### config.mk
export PLATFORM = sky130hd
export DESIGN_NAME = bus_unstick_seq
export DESIGN_NICKNAME = d
export VERILOG_FILES = /design/src/rtl/bus_rcv_pkg.sv /design/src/rtl/bus_rcv_sync.sv /design/src/rtl/bus_rcv_timer.sv /design/src/rtl/bus_unstick_seq.sv
export SDC_FILE = /design/constraint.sdc
export NUM_CORES = 1
export LEC_CHECK = 0
export BUFFER_PORTS_ARGS = -buffer_cell sky130_fd_sc_hd__buf_4
export CAP_MARGIN = 15
export CORE_AREA = 3 3 82 65
export DETAILED_ROUTE_END_ITERATION = 8
export DIE_AREA = 0 0 85 68
export SLEW_MARGIN = 30
export SYNTH_ARGS = -nofsm -noshare
export SYNTH_HDL_FRONTEND = slang
export SYNTH_HIERARCHICAL = 1
export SYNTH_SLANG_ARGS = --single-unit
### constraint.sdc
create_clock -name clk -period 9.1 [get_ports clk]
set_clock_uncertainty 0.1 [all_clocks]
set_input_delay 0.91 -clock clk [delete_from_list [all_inputs] [get_ports clk]]
set_output_delay 0.91 -clock clk [all_outputs]
set_load 0.1 [all_outputs]
### src/rtl/bus_rcv_pkg.sv
package bus_rcv_pkg;

    typedef enum logic [2:0] {
        ST_IDLE,
        ST_SETTLE,
        ST_CHECK,
        ST_LOW,
        ST_HIGH,
        ST_FINISH
    } rcv_state_e;

endpackage

### src/rtl/bus_rcv_sync.sv
module bus_rcv_sync #(
    parameter int STAGES = 2,
    parameter int LINES  = 2
) (
    input  logic             clk,
    input  logic             rst_n,
    input  logic [LINES-1:0] async_i,
    output logic [LINES-1:0] sync_o
);

    for (genvar g = 0; g < LINES; g++) begin : g_line
        logic [STAGES-1:0] chain_d, chain_q;

        always_comb begin
            chain_d = {chain_q[STAGES-2:0], async_i[g]};
        end

        always_ff @(posedge clk or negedge rst_n) begin
            if (!rst_n) chain_q <= '1;
            else        chain_q <= chain_d;
        end

        assign sync_o[g] = chain_q[STAGES-1];
    end

endmodule

### src/rtl/bus_rcv_timer.sv
module bus_rcv_timer #(
    parameter int WIDTH = 8
) (
    input  logic             clk,
    input  logic             rst_n,
    input  logic             load_i,
    input  logic [WIDTH-1:0] load_val_i,
    output logic             expired_o
);

    logic [WIDTH-1:0] cnt_d, cnt_q;

    always_comb begin
        cnt_d = cnt_q;
        if (load_i)           cnt_d = load_val_i;
        else if (cnt_q != '0) cnt_d = cnt_q - 1'b1;
    end

    always_ff @(posedge clk or negedge rst_n) begin
        if (!rst_n) cnt_q <= '0;
        else        cnt_q <= cnt_d;
    end

    assign expired_o = (cnt_q == '0);

    AST_TMR_NO_WRAP: assert property (@(posedge clk) disable iff (!rst_n)
        (!load_i && cnt_q == '0) |=> (cnt_q == '0));

endmodule

### src/rtl/bus_unstick_seq.sv
module bus_unstick_seq
    import bus_rcv_pkg::*;
#(
    parameter int PULSE_CYCLES = 500,
    parameter int MAX_TRIES    = 100,
    parameter int SYNC_STAGES  = 2
) (
    input  logic clk,
    input  logic rst_n,
    input  logic start_i,
    input  logic scl_in_i,
    input  logic sda_in_i,
    output logic scl_drive_low_o,
    output logic sda_drive_low_o,
    output logic ctrl_rst_o,
    output logic done_o,
    output logic fail_o
);

    localparam int TMR_W = (PULSE_CYCLES > 1) ? $clog2(PULSE_CYCLES) : 1;
    localparam int TRY_W = $clog2(MAX_TRIES + 1);
    localparam logic [TMR_W-1:0] TMR_LOAD = TMR_W'(PULSE_CYCLES - 1);
    localparam logic [TRY_W-1:0] TRY_MAX  = TRY_W'(MAX_TRIES);

    typedef struct packed {
        rcv_state_e       state;
        logic [TRY_W-1:0] tries;
        logic             fail;
    } ctl_t;

    ctl_t ctl_d, ctl_q;
    logic [1:0] lines_s;
    logic       bus_free;
    logic       tmr_load;
    logic       tmr_expired;

    bus_rcv_sync #(
        .STAGES (SYNC_STAGES),
        .LINES  (2)
    ) u_sync (
        .clk     (clk),
        .rst_n   (rst_n),
        .async_i ({scl_in_i, sda_in_i}),
        .sync_o  (lines_s)
    );

    assign bus_free = lines_s[1] & lines_s[0];

    bus_rcv_timer #(
        .WIDTH (TMR_W)
    ) u_timer (
        .clk        (clk),
        .rst_n      (rst_n),
        .load_i     (tmr_load),
        .load_val_i (TMR_LOAD),
        .expired_o  (tmr_expired)
    );

    always_comb begin
        ctl_d    = ctl_q;
        tmr_load = 1'b0;
        unique case (ctl_q.state)
            ST_IDLE: begin
                if (start_i) begin
                    ctl_d.state = ST_SETTLE;
                    ctl_d.tries = '0;
                    ctl_d.fail  = 1'b0;
                    tmr_load    = 1'b1;
                end
            end
            ST_SETTLE: begin
                if (tmr_expired) ctl_d.state = ST_CHECK;
            end
            ST_CHECK: begin
                if (bus_free) begin
                    ctl_d.state = ST_FINISH;
                    ctl_d.fail  = 1'b0;
                end else if (ctl_q.tries == TRY_MAX) begin
                    ctl_d.state = ST_FINISH;
                    ctl_d.fail  = 1'b1;
                end else begin
                    ctl_d.state = ST_LOW;
                    ctl_d.tries = ctl_q.tries + 1'b1;
                    tmr_load    = 1'b1;
                end
            end
            ST_LOW: begin
                if (tmr_expired) begin
                    ctl_d.state = ST_HIGH;
                    tmr_load    = 1'b1;
                end
            end
            ST_HIGH: begin
                if (tmr_expired) ctl_d.state = ST_CHECK;
            end
            ST_FINISH: begin
                ctl_d.state = ST_IDLE;
            end
            default: begin
                ctl_d.state = ST_IDLE;
            end
        endcase
    end

    always_ff @(posedge clk or negedge rst_n) begin
        if (!rst_n) begin
            ctl_q.state <= ST_IDLE;
            ctl_q.tries <= '0;
            ctl_q.fail  <= 1'b0;
        end else begin
            ctl_q <= ctl_d;
        end
    end

    assign scl_drive_low_o = (ctl_q.state == ST_LOW);
    assign sda_drive_low_o = 1'b0;
    assign ctrl_rst_o      = (ctl_q.state == ST_SETTLE) || (ctl_q.state == ST_CHECK) ||
                             (ctl_q.state == ST_LOW)    || (ctl_q.state == ST_HIGH);
    assign done_o          = (ctl_q.state == ST_FINISH);
    assign fail_o          = ctl_q.fail;

    AST_RST_BEFORE_DONE: assert property (@(posedge clk) disable iff (!rst_n)
        done_o |-> $past(ctrl_rst_o));
    AST_FREE_ENDS_OK: assert property (@(posedge clk) disable iff (!rst_n)
        (ctl_q.state == ST_CHECK && bus_free) |=> (done_o && !fail_o && !scl_drive_low_o));
    AST_PULSE_AFTER_CHECK: assert property (@(posedge clk) disable iff (!rst_n)
        $rose(scl_drive_low_o) |-> ($past(ctl_q.state) == ST_CHECK && !$past(bus_free)));
    AST_TRIES_BOUND: assert property (@(posedge clk) disable iff (!rst_n)
        ctl_q.tries <= TRY_MAX);
    AST_FAIL_AT_LIMIT: assert property (@(posedge clk) disable iff (!rst_n)
        (done_o && fail_o) |-> (ctl_q.tries == TRY_MAX));
    AST_START_IGNORED: assert property (@(posedge clk) disable iff (!rst_n)
        (start_i && ctl_q.state != ST_IDLE) |=> (ctl_q.state != ST_SETTLE));
    AST_DONE_SINGLE: assert property (@(posedge clk) disable iff (!rst_n)
        done_o |=> !done_o);

endmodule

==> results list <==
* Most used standard cells in the synthesized netlist: 20 x sky130_fd_sc_hd__dfrtp_1, 9 x sky130_fd_sc_hd__inv_1, 8 x sky130_fd_sc_hd__nand2_1, 8 x sky130_fd_sc_hd__nor2_1, 7 x sky130_fd_sc_hd__nor3_1
* Number of gates resized after CTS: 0
* TritonCTS clock tree: built
* Number of buffer and inverter instances along the worst setup path: 3
- Maximum VDD drop: 0.0001011 V
- Chip Height: 68 um
* Max-slew headroom: 0.5486
- Cells after Synth: 138
* Critical hold path startpoint: u_sync/g_line[0].chain_q[0]
- Sequential fraction of the synthesis area: 0.4424
- The die covers 5780 sq um.
* Router iterations before antenna repair: 4
- Cell type with the highest aggregate area in the netlist: sky130_fd_sc_hd__dfrtp_1
- The via count of the first global-routing pass came to 999.
- In this run the number of H-tree levels came out at 1.
- Global routing's busiest layer: met1
- Setup slack closes at approximately 5.5 ns.
- The final layout contains 158 nets.
* Routed wire length per instance: 13.13 um
- Number of endpoints failing setup at the final stage: 0
- The finished layout holds 206 standard cells, fillers aside.
- Grt met1 use: 0.1437
- Initial core utilization: 0.3047
- In this design, the largest share of critical-path delay is due to compound AO/OA/AOI/OAI gates.
* Accumulated negative setup slack: 0 ns
- Post-CTS Setup Repair Bufs: 0
* Reg2reg start: u_timer/cnt_q[0]
- The flow ran to the end, and the final reports show no timing, DRC or antenna violations.
- Shortest period the worst path allows: ~3.6 ns
- Remaining global-route overflow: 0
- Buffers inserted to repair hold after CTS numbered 0.
- In this run the cell area of the synthesized design comes to 1369 sq um.
- Vias per inst: 5.214
- Portion of the clock cycle consumed by the worst path in the final layout: 0.3933
* Share of layout cells above drive strength 1: 0.1745
- 0 antenna diodes ended up in the layout.
* Worst-margin pin slew: 0.6772 ns
* Share of the core filled with cells: 0.3439
- Static Leakage: 0.6310 nW
* GRT Resource Usage Total: 0.09984
* Kind of launch point of the worst setup path: register
* Count of antenna-violating nets left after detailed routing: 0
- In this run the power density over the cells is roughly 240 nW/um^2.
- During I/O placement, the number of pins put on the boundary was 10.
- For this run, the leading register cell type out of synthesis is sky130_fd_sc_hd__dfrtp_1.
- Worst setup slack before clock tree synthesis: ~5.3 ns
- Worst path arrival time: about 3.6 ns
- Share of async-settable or async-resettable flops after synthesis: 1.000
* Required arrival time at the worst endpoint: slightly above 9 ns
* Highest clock rate: 279.4 MHz
* Final GP Congestion: 0.9231
- For this run, the number of Yosys warnings is 6.
- TritonCTS buffer count: 3
* Flop and latch count out of synthesis: 24
* Area growth from synthesis to final layout: 12.89%
- For met3 alone, demand over resource in global routing was 0.03369.
* Starting DRC count in detailed routing: ~110
* Share of the synthesized area in the top cell type: 0.3656
- The tool flagged a number of max-cap violations equal to 0.
- Slowest cell on crit path: sky130_fd_sc_hd__a311oi_4
- Wirelength, routed: between 2 and 3 mm
* DPL Wire Length: 1.973 mm
- Count of flip-flops with a built-in enable after synthesis: 0
- In the global route stage, met2 resource usage came out at 0.1415.
* Num rows: 21
* Startpoint-to-endpoint class of the critical path: reg2reg
- Worst hold path type: reg2reg
- Yosys mapped the design onto 46 distinct sky130hd cell types.
- The detailed router placed 1074 vias in this run.
- At the later pin of the worst-skew pair, clock insertion delay measures between 0.2 and 0.3 ns.
* Peak fanout along the critical path: 16
- Setup repair after global routing left no endpoint under its margin.
- Buffers placed on the I/O ports in this run total 8.
- Hold Violations, Final: 0
- Entering global routing, the biggest net connects 25 pins.
* Fin. max-slew vios: 0
- Number of antenna violations at the first check in global routing: 0
- Tracing the worst setup path back leads to its startpoint at u_timer/cnt_q[0].
- The tree built by TritonCTS fans out to 24 sinks.
- Area contributors post-synth: sky130_fd_sc_hd__dfrtp_1 37%, sky130_fd_sc_hd__dfstp_2 7.7%, sky130_fd_sc_hd__xnor2_1 3.8%
- Average cell area after synthesis: a little under 10 sq um
* Count leader, synth: sky130_fd_sc_hd__dfrtp_1
- The total area inside the core boundary comes to approximately 4500 sq um.
- Number of filler cells placed in the layout: 428
* Horizontal die dimension: 85 um
- Cell-by-cell listing of the critical path: inv_1 > ha_1 > or4b_1 > or2_4 > inv_1 > a21oi_1 > a311oi_4 > inv_1 > o311a_1 > a221o_1
* Wire length of the first global-routing pass: 4.595 mm
- STA classifies the critical path endpoint as a register.
* Clock-pin slew reported for the worst setup and hold paths after clock tree synthesis: 0.09 ns
- The tree is rooted in a sky130_fd_sc_hd__clkbuf_8.
* Slowest Stage Delay on Critical Path: 0.65 ns
* DRC violations left: 0
* Placed Cells: 202
* Clock tree buffer depth: 2
- By instance count, the cell type seen most on the critical path is sky130_fd_sc_hd__inv_1.
[per-stage QoR]
stage	hold WS (ns)	cell area, sq um	total power [mW]
finish	0.2579	1545	0.3711
global placement	0.2467	1489	0.3046
CTS	0.2587	1534	0.3739
detailed placement	0.2468	1489	0.3067
floorplan	0.2452	1399	0.2754
global route	0.2680	1545	0.4054
[sequential cells by signal (all words and copies together) (netlist names)]
signal,count
ctl_q,10
fail_o,1
u_sync/g_line.chain_q,4
u_timer/cnt_q,9
[report_power, final]
part / internal (mW) / switching (mW) / leakage (nW)
sequential: 0.140 / 0.0390 / 0.284
clock: 0.0313 / 0.0326 / 0.0228
combinational: 0.0569 / 0.0710 / 0.324
[logic make-up (layout without fill, tap and decap cells)]
group,count (synthesis),count (layout),synth area share
buffers and inverters,18,21,0.05941
xor gates and xnor gates,7,7,0.04479
adders and majority gates,3,3,0.02743
and+or+nand+nor,46,46,0.1920
AOI/OAI and AO/OA,38,38,0.2285
other,2,10,0.005487
DFF,24,24,0.4424
[worst register-to-register path: cells and delay by family (launching register included)]
kind / cells / cell delay, ns
AND/OR/NAND/NOR: 2 / 0.90
buffers and inverters: 3 / 0.60
AO/OA/AOI/OAI: 4 / 1.27
flip-flops: 1 / 0.41
adder cells (fa/ha/maj): 1 / 0.21
[layout make-up]
type / count / area (sq um) / area share
Tap cell: 57 / 71.32 / 0.04615
Inverter: 9 / 33.78 / 0.02186
Multi-Input combinational cell: 104 / 729.5 / 0.4721
Clock buffer: 4 / 45.04 / 0.02915
Timing Repair Buffer: 8 / 60.06 / 0.03887
Sequential cell: 24 / 605.6 / 0.3919
[cell usage in the layout, fill, tap and decap left out, types with 2 or more instances in the layout]
master                     count
sky130_fd_sc_hd__a31oi_1       3
sky130_fd_sc_hd__a22o_2        2
sky130_fd_sc_hd__nor3b_1       2
sky130_fd_sc_hd__dfstp_2       4
sky130_fd_sc_hd__buf_4         8
sky130_fd_sc_hd__a221o_1       2
sky130_fd_sc_hd__o21ai_0       6
sky130_fd_sc_hd__inv_1         9
sky130_fd_sc_hd__conb_1       10
sky130_fd_sc_hd__clkbuf_8      3
sky130_fd_sc_hd__nand2_1       8
sky130_fd_sc_hd__dfrtp_1      20
sky130_fd_sc_hd__a311oi_1      2
sky130_fd_sc_hd__xnor2_1       6
sky130_fd_sc_hd__a211o_1       3
sky130_fd_sc_hd__o31ai_1       4
sky130_fd_sc_hd__nor4_1        2
sky130_fd_sc_hd__or4_1         2
sky130_fd_sc_hd__ha_1          3
sky130_fd_sc_hd__nand3_1       3
sky130_fd_sc_hd__a211oi_1      2
sky130_fd_sc_hd__nor2_1        8
sky130_fd_sc_hd__and3_1        4
sky130_fd_sc_hd__or2_2         2
sky130_fd_sc_hd__nor3_1        7
sky130_fd_sc_hd__a21oi_1       3
[per-layer routing]
layer	wire, um	up-vias
li1	-	519
met1	1343	511
met2	1155	42
met3	186	2
met4	20	0
met5	0	-
[path summary, 6_finish.rpt]
check	endpoint	slack [ns]	cells after the start
max	u_timer/cnt_q[7]	5.52	10
min	u_sync/g_line[0].chain_q[1]	0.26	0
max reg2reg	u_timer/cnt_q[7]	5.52	10
min reg2reg	u_sync/g_line[0].chain_q[1]	0.26	0
max in group asynchronous	u_sync/g_line[1].chain_q[1]	8.18	1
min in group asynchronous	ctl_q[9]	0.42	1
Note: power is estimated with default switching activity, not from simulation.
